`config.mk`:
```
export PLATFORM = sky130hd
export DESIGN_NAME = opnd_addr_unit
export DESIGN_NICKNAME = d
export VERILOG_FILES = /design/src/rtl/opau_pkg.sv /design/src/rtl/opau_reg_pick.sv /design/src/rtl/opau_src_calc.sv /design/src/rtl/opau_dst_calc.sv /design/src/rtl/opnd_addr_unit.sv
export SDC_FILE = /design/constraint.sdc
export NUM_CORES = 1
export LEC_CHECK = 0
export ABC_AREA = 1
export BUFFER_PORTS_ARGS = -buffer_cell sky130_fd_sc_hd__clkbuf_2
export CORE_AREA = 2 2 150 152
export DETAILED_ROUTE_END_ITERATION = 16
export DIE_AREA = 0 0 152 154
export MAX_ROUTING_LAYER = met4
export PLACE_DENSITY = 0.83
export SETUP_SLACK_MARGIN = 0.4
export SLEW_MARGIN = 20
export SYNTH_ARGS = -nofsm -noshare
export SYNTH_HDL_FRONTEND = slang
export SYNTH_SLANG_ARGS = --single-unit
```
`constraint.sdc`:
```
create_clock -name clk -period 9.1 [get_ports clk]
set_input_delay 0.455 -clock clk [delete_from_list [all_inputs] [get_ports clk]]
set_output_delay 0.455 -clock clk [all_outputs]
set_load 0.005 [all_outputs]
```
`src/rtl/opau_pkg.sv`:
```
package opau_pkg;

  typedef enum logic [2:0] {
    AM_REG    = 3'd0,
    AM_INDEX  = 3'd1,
    AM_SYMB   = 3'd2,
    AM_ABS    = 3'd3,
    AM_IND    = 3'd4,
    AM_INDINC = 3'd5,
    AM_IMM    = 3'd6,
    AM_RSVD   = 3'd7
  } amode_e;

  typedef enum logic [1:0] {
    OK_REG = 2'd0,
    OK_MEM = 2'd1,
    OK_IMM = 2'd2
  } okind_e;

endpackage

```
`src/rtl/opau_reg_pick.sv`:
```
module opau_reg_pick #(
  parameter int DATA_W = 16,
  parameter int NREG   = 16,
  localparam int IDX_W = $clog2(NREG)
) (
  input  logic [NREG*DATA_W-1:0] regs,
  input  logic [IDX_W-1:0]       idx,
  output logic [DATA_W-1:0]      value
);

  logic [DATA_W-1:0] slot [NREG];

  for (genvar g = 0; g < NREG; g++) begin : g_unpack
    assign slot[g] = regs[g*DATA_W +: DATA_W];
  end

  assign value = slot[idx];

endmodule

```
`src/rtl/opau_src_calc.sv`:
```
module opau_src_calc
  import opau_pkg::*;
#(
  parameter int DATA_W = 16
) (
  input  amode_e            mode,
  input  logic [DATA_W-1:0] rn_val,
  input  logic [DATA_W-1:0] pc_val,
  input  logic [DATA_W-1:0] ext,
  input  logic              byte_op,
  output okind_e            kind,
  output logic [DATA_W-1:0] addr,
  output logic [DATA_W-1:0] imm,
  output logic              uses_ext,
  output logic              legal,
  output logic              inc_en,
  output logic [DATA_W-1:0] inc_val
);

  localparam logic [DATA_W-1:0] STEP_BYTE = DATA_W'(1);
  localparam logic [DATA_W-1:0] STEP_WORD = DATA_W'(2);

  always_comb begin
    kind     = OK_REG;
    addr     = '0;
    imm      = '0;
    uses_ext = 1'b0;
    legal    = 1'b1;
    inc_en   = 1'b0;
    inc_val  = rn_val + (byte_op ? STEP_BYTE : STEP_WORD);
    unique case (mode)
      AM_REG: ;
      AM_INDEX: begin
        kind = OK_MEM; addr = ext + rn_val; uses_ext = 1'b1;
      end
      AM_SYMB: begin
        kind = OK_MEM; addr = pc_val + ext; uses_ext = 1'b1;
      end
      AM_ABS: begin
        kind = OK_MEM; addr = ext; uses_ext = 1'b1;
      end
      AM_IND: begin
        kind = OK_MEM; addr = rn_val;
      end
      AM_INDINC: begin
        kind = OK_MEM; addr = rn_val; inc_en = 1'b1;
      end
      AM_IMM: begin
        kind = OK_IMM; imm = ext; uses_ext = 1'b1;
      end
      default: legal = 1'b0;
    endcase
  end

endmodule

```
`src/rtl/opau_dst_calc.sv`:
```
module opau_dst_calc
  import opau_pkg::*;
#(
  parameter int DATA_W = 16
) (
  input  amode_e            mode,
  input  logic [DATA_W-1:0] rn_val,
  input  logic [DATA_W-1:0] pc_val,
  input  logic [DATA_W-1:0] ext,
  output okind_e            kind,
  output logic [DATA_W-1:0] addr,
  output logic              uses_ext,
  output logic              legal
);

  always_comb begin
    kind     = OK_REG;
    addr     = '0;
    uses_ext = 1'b0;
    legal    = 1'b1;
    unique case (mode)
      AM_REG: ;
      AM_INDEX: begin
        kind = OK_MEM; addr = ext + rn_val; uses_ext = 1'b1;
      end
      AM_SYMB: begin
        kind = OK_MEM; addr = pc_val + ext; uses_ext = 1'b1;
      end
      AM_ABS: begin
        kind = OK_MEM; addr = ext; uses_ext = 1'b1;
      end
      default: legal = 1'b0;
    endcase
  end

endmodule

```
`src/rtl/opnd_addr_unit.sv`:
```
module opnd_addr_unit
  import opau_pkg::*;
#(
  parameter int DATA_W = 16,
  parameter int NREG   = 16,
  parameter int PC_IDX = 0,
  localparam int IDX_W = $clog2(NREG),
  localparam int RF_W  = NREG * DATA_W
) (
  input  logic              clk,
  input  logic              rst_n,
  input  logic              in_valid,
  output logic              in_ready,
  input  logic [2:0]        src_mode,
  input  logic [IDX_W-1:0]  src_reg,
  input  logic [DATA_W-1:0] src_ext,
  input  logic [2:0]        dst_mode,
  input  logic [IDX_W-1:0]  dst_reg,
  input  logic [DATA_W-1:0] dst_ext,
  input  logic              byte_op,
  input  logic [RF_W-1:0]   regs,
  output logic              out_valid,
  input  logic              out_ready,
  output logic [1:0]        src_kind,
  output logic [DATA_W-1:0] src_addr,
  output logic [DATA_W-1:0] src_imm,
  output logic [1:0]        dst_kind,
  output logic [DATA_W-1:0] dst_addr,
  output logic [1:0]        ext_count,
  output logic              illegal,
  output logic              wb_en,
  output logic [IDX_W-1:0]  wb_idx,
  output logic [DATA_W-1:0] wb_data
);

  logic [DATA_W-1:0] s_rn, d_rn, pc_val;
  okind_e            s_kind, d_kind;
  logic [DATA_W-1:0] s_addr, s_imm, d_addr, s_inc_val;
  logic              s_uses, d_uses, s_legal, d_legal, s_inc;

  opau_reg_pick #(.DATA_W(DATA_W), .NREG(NREG)) u_pick_src (
    .regs(regs), .idx(src_reg), .value(s_rn));
  opau_reg_pick #(.DATA_W(DATA_W), .NREG(NREG)) u_pick_dst (
    .regs(regs), .idx(dst_reg), .value(d_rn));
  opau_reg_pick #(.DATA_W(DATA_W), .NREG(NREG)) u_pick_pc (
    .regs(regs), .idx(IDX_W'(PC_IDX)), .value(pc_val));

  opau_src_calc #(.DATA_W(DATA_W)) u_src (
    .mode(amode_e'(src_mode)), .rn_val(s_rn), .pc_val(pc_val),
    .ext(src_ext), .byte_op(byte_op), .kind(s_kind), .addr(s_addr),
    .imm(s_imm), .uses_ext(s_uses), .legal(s_legal), .inc_en(s_inc),
    .inc_val(s_inc_val));

  opau_dst_calc #(.DATA_W(DATA_W)) u_dst (
    .mode(amode_e'(dst_mode)), .rn_val(d_rn), .pc_val(pc_val),
    .ext(dst_ext), .kind(d_kind), .addr(d_addr), .uses_ext(d_uses),
    .legal(d_legal));

  // Combine the two sides; an illegal pair suppresses every side effect.
  logic              ok;
  logic [1:0]        n_src_kind, n_dst_kind, n_ext;
  logic [DATA_W-1:0] n_src_addr, n_src_imm, n_dst_addr;
  logic              n_inc;

  always_comb begin
    ok         = s_legal & d_legal;
    n_src_kind = ok ? 2'(s_kind) : 2'(OK_REG);
    n_dst_kind = ok ? 2'(d_kind) : 2'(OK_REG);
    n_src_addr = ok ? s_addr : '0;
    n_src_imm  = ok ? s_imm  : '0;
    n_dst_addr = ok ? d_addr : '0;
    n_ext      = ok ? (2'(s_uses) + 2'(d_uses)) : 2'd0;
    n_inc      = ok & s_inc;
  end

  // Output register stage
  logic take;
  logic inc_q;

  assign in_ready = !out_valid || out_ready;
  assign take     = in_valid && in_ready;

  always_ff @(posedge clk) begin
    if (!rst_n) begin
      out_valid <= 1'b0;
      src_kind  <= '0;
      src_addr  <= '0;
      src_imm   <= '0;
      dst_kind  <= '0;
      dst_addr  <= '0;
      ext_count <= '0;
      illegal   <= 1'b0;
      inc_q     <= 1'b0;
      wb_idx    <= '0;
      wb_data   <= '0;
    end else begin
      if (take) begin
        out_valid <= 1'b1;
        src_kind  <= n_src_kind;
        src_addr  <= n_src_addr;
        src_imm   <= n_src_imm;
        dst_kind  <= n_dst_kind;
        dst_addr  <= n_dst_addr;
        ext_count <= n_ext;
        illegal   <= !ok;
        inc_q     <= n_inc;
        wb_idx    <= src_reg;
        wb_data   <= s_inc_val;
      end else if (out_ready) begin
        out_valid <= 1'b0;
      end
    end
  end

  assign wb_en = out_valid && out_ready && inc_q;


  accept_to_out_chk: assert property (@(posedge clk) disable iff (!rst_n)
    in_valid && in_ready |=> out_valid);


  stall_hold_chk: assert property (@(posedge clk) disable iff (!rst_n)
    out_valid && !out_ready |=> out_valid && $stable(src_addr) &&
      $stable(dst_addr) && $stable(src_kind) && $stable(dst_kind) &&
      $stable(ext_count) && $stable(wb_data) && $stable(illegal));


  wb_mem_chk: assert property (@(posedge clk) disable iff (!rst_n)
    wb_en |-> src_kind == 2'(OK_MEM) && !illegal && ext_count <= 2'd1);


  dst_not_imm_chk: assert property (@(posedge clk) disable iff (!rst_n)
    out_valid |-> dst_kind != 2'(OK_IMM));


  illegal_quiet_chk: assert property (@(posedge clk) disable iff (!rst_n)
    out_valid && illegal |-> ext_count == 2'd0 && src_kind == 2'(OK_REG) &&
      dst_kind == 2'(OK_REG) && !wb_en);


  ext_reg_chk: assert property (@(posedge clk) disable iff (!rst_n)
    out_valid && src_kind == 2'(OK_REG) && dst_kind == 2'(OK_REG) |->
      ext_count == 2'd0);

endmodule

```
==> impl_metrics.py <==
metrics = {
    "outcome": {
        "status": "finished clean",
    },
    "power_and_ir_drop": {
        "power_density_mw_per_mm2": 113.0,
        "p_comb_share_pct": 48.7,
        "p_switching_w": 0.0006068,
        "clkPwrFrac_pct": 25.4,
        "ir_drop_v": 0.0001027,
        "p_leak_nw": 5.797,
        "internal_power_w": 0.0007634,
        "sw_frac_of_total_pct": 44.28,
        "total_power_w": 0.001370,
        "pwr-share-seq_pct": 26.0,
    },
    "timing": {
        "hold_violations": 0,
        "rsz0062_at_grt": "no",
        "worst_pin_slew_ns": 1.107,
        "slew_violations": 0,
        "fmax_mhz": 228.4,
        "setup_tns_ns": 0,
        "finalClockSkew_ns": 0.007905,
        "fin_crit_ns": 4.379,
        "post-route-period-util_pct": 48.12,
        "relSlewSlack_pct": 26.20,
        "setup-violations-final": 0,
    },
    "global_route": {
        "grt_pass1_vias": 13600,
        "grt_pass1_wl_um": 76920,
        "grt_start_max_net_pins": 108,
        "grt_usage_pct": 42.41,
        "antenna_found_initial": 7,
        "grt.overflow.total": 0,
    },
    "final_layout": {
        "syn_to_final_growth_pct": 20.28,
        "nets": 2428,
        "regArea_mm2": 0.001521,
        "fillCellCount": 2281,
        "layout-drive-gt1-share_pct": 21.48,
        "multi_input_area_mm2": 0.007420,
    },
    "yosys": {
        "ys.flop_type": "dfxtp_1",
        "synth_area_leader_cell": "dfxtp_1",
        "synth_warnings": 0,
        "synth_top_area_share_pct": 15.09,
        "syn_inst": 1809,
        "synth_fp_nets": 2152,
        "yosysMostFrequentCell": "nand2_1",
        "synth_cell_types": 45,
        "ys_ff_latch": 76,
        "async_reset_ff_share_pct": 0,
        "post_synth.cell_area_avg_um2": 5.574,
        "synth_edf_count": 0,
        "synthTopCellsByCount": "nand2_1 (361), nor2_1 (288), o21ai_0 (261)",
        "synth-seq-area-share_pct": 15.09,
        "synthTopCellsByArea": "dfxtp_1 (15%), nand2_1 (13%), o21ai_0 (13%)",
        "synth_area_mm2": 0.01008,
    },
    "floorplan": {
        "chipHeight_um": 154,
        "design.portCount": 385,
        "start_util_pct": 46.49,
        "placementRows": 54,
        "coreArea_mm2": 0.02169,
        "fp.dieArea_mm2": 0.02341,
        "die_w_um": 152,
    },
    "drt": {
        "drc": 0,
        "drtAntennaViolNets": 0,
        "drtIter0Drc": 1823,
        "dr.pass1.iters": 6,
        "wire_per_inst_um": 21.20,
        "viasPerCell": 6.127,
        "via_count": 14560,
        "routed_wl_um": 50400,
    },
    "placed_design": {
        "place_hpwl_um": 38850,
        "numPortBuffers": 383,
        "gp_congestion": 1.035,
    },
    "cts": {
        "cts-root-buf": "clkbuf_16",
        "clk_latency_ns": 0.35,
        "cts_setup_buffers": 0,
        "cts_hold_buffers": 0,
        "cts_max_path_buffers": 2,
        "cts_tree": "done",
        "post_cts_resized": 0,
        "clk_pin_slew_ns": 0.07,
        "cts_num_sinks": 76,
        "numCtsBuffers": 9,
        "cts_max_level": 3,
    },
    "worst_setup_path": {
        "worstPathRequired_ns": 9.30,
        "critPathCaptureType": "register",
        "cp_cell_sequence": "clkbuf_2 > buf_4 > inv_2 > buf_4 > o21ai_0 > o221ai_1 > nand3_1 > a22oi_1 > ha_1 > fa_1 > nand2_1 > nand3_1 > o21ai_0 > o21ai_0 > a21oi_1 > or2_2 > nand3_1 > nand2_1 > nand2_1 > a21oi_1",
        "slowest_stage": "buf_4",
        "startpoint_type": "input port",
        "crit_fanout": 70,
        "crit_type": "in2reg",
        "cp.arrival_ns": 4.58,
        "slowest_delay_ns": 0.54,
    },
    "worst_hold_path": {
        "holdCritPathClass": "in2reg",
    },
    "run": {
        "drv_cap": 0,
    },
}
[layer usage]
layer | vias up | track usage, % | wire, µm
met4 | 0 | 22.39 | 3162
met1 | 6558 | 50.90 | 19000
met3 | 204 | 8.512 | 5518
met5 | - | - | 0
met2 | 1034 | 67.31 | 22720
li1 | 6768 | - | -
[cell usage in the layout (no fill, tap or decap), types with 10 or more instances in the layout]
master      n
clkbuf_2  381
nand2_1   360
nor2_1    288
o21ai_0   261
a21oi_1   145
nand3_1   140
inv_1     122
dfxtp_1    76
o211ai_1   66
o221ai_1   45
ha_1       33
a31oi_1    20
a22oi_1    18
buf_4      17
o21ai_1    16
nand2_2    10
[power groups by stage]
stage          combinational [W]  clock [W]  sequential [W]
2_1_floorplan           0.000404          0        0.000361
3_3_place_gp            0.000646          0        0.000362
3_5_place_dp            0.000645          0        0.000363
4_1_cts                 0.000648   0.000349        0.000355
5_1_grt                 0.000729   0.000362        0.000357
6_report                0.000667   0.000348        0.000356
[state kept, by name, summed over array words and instances (netlist names)]
signal	flops
dst_kind	1
src_imm	16
dst_addr	16
inc_q	1
wb_data	16
wb_idx	4
src_kind	2
out_valid	1
ext_count	2
src_addr	16
illegal	1
[cells by family (layout without fill, tap and decap cells)]
family                   after synthesis  in the layout  share of synthesized area [%]
buffers and inverters                265            546                          11.47
AND/OR/NAND/NOR                      825            825                          33.48
other                                  1              8                        0.03719
XOR/XNOR                               9              9                         0.7818
AO/OA/AOI/OAI                        597            597                          34.46
adder cells (fa/ha/maj)               36             36                          4.690
flip-flops                            76             76                          15.09
[worst max-delay path: cells and delay by family]
family,cells,cell delay (ns)
simple gates,7,0.72
fa+ha+maj,2,0.55
buf+inv,4,1.02
compound gates,7,1.66
[final cells by class]
type | count | area share, %
clock inverters | 7 | 0.4746
diodes | 7 | 0.1444
multi-input cells | 1468 | 61.18
inverters | 132 | 4.137
flip-flops and latches | 76 | 12.55
clock buffers | 9 | 1.857
repair buffers | 398 | 16.77
well taps | 280 | 2.889
[final timing paths]
path                                 start                   endpoint  slack (ns)  depth (start not counted)
setup / recovery                dst_reg[1]  dst_addr[10]$_SDFFE_PN0P_        4.72                         20
hold / removal                  src_ext[3]    src_imm[3]$_SDFFE_PN0P_        0.40                          3
setup reg to reg    out_valid$_SDFFE_PN0P_    wb_data[2]$_SDFFE_PN0P_        6.43                          7
hold reg to reg   src_addr[7]$_SDFFE_PN0P_   src_addr[7]$_SDFFE_PN0P_        0.47                          2
[metrics by stage]
stage | std cells | hold WS (ns) | setup slack (ns) | utilization, % | area (µm²)
CTS | 2370 | 0.3979 | 4.882 | 55.81 | 12100
global route | 2377 | 0.4061 | 4.407 | 55.92 | 12130
detailed placement | 2354 | 0.4555 | 4.525 | 54.51 | 11820
global placement | 2354 | 0.4502 | 4.561 | 54.51 | 11820
finish | 2377 | 0.4009 | 4.721 | 55.92 | 12130
floorplan | 1809 | 0.4498 | 5.868 | - | 10080
Note: power is estimated with default switching activity, not from simulation.
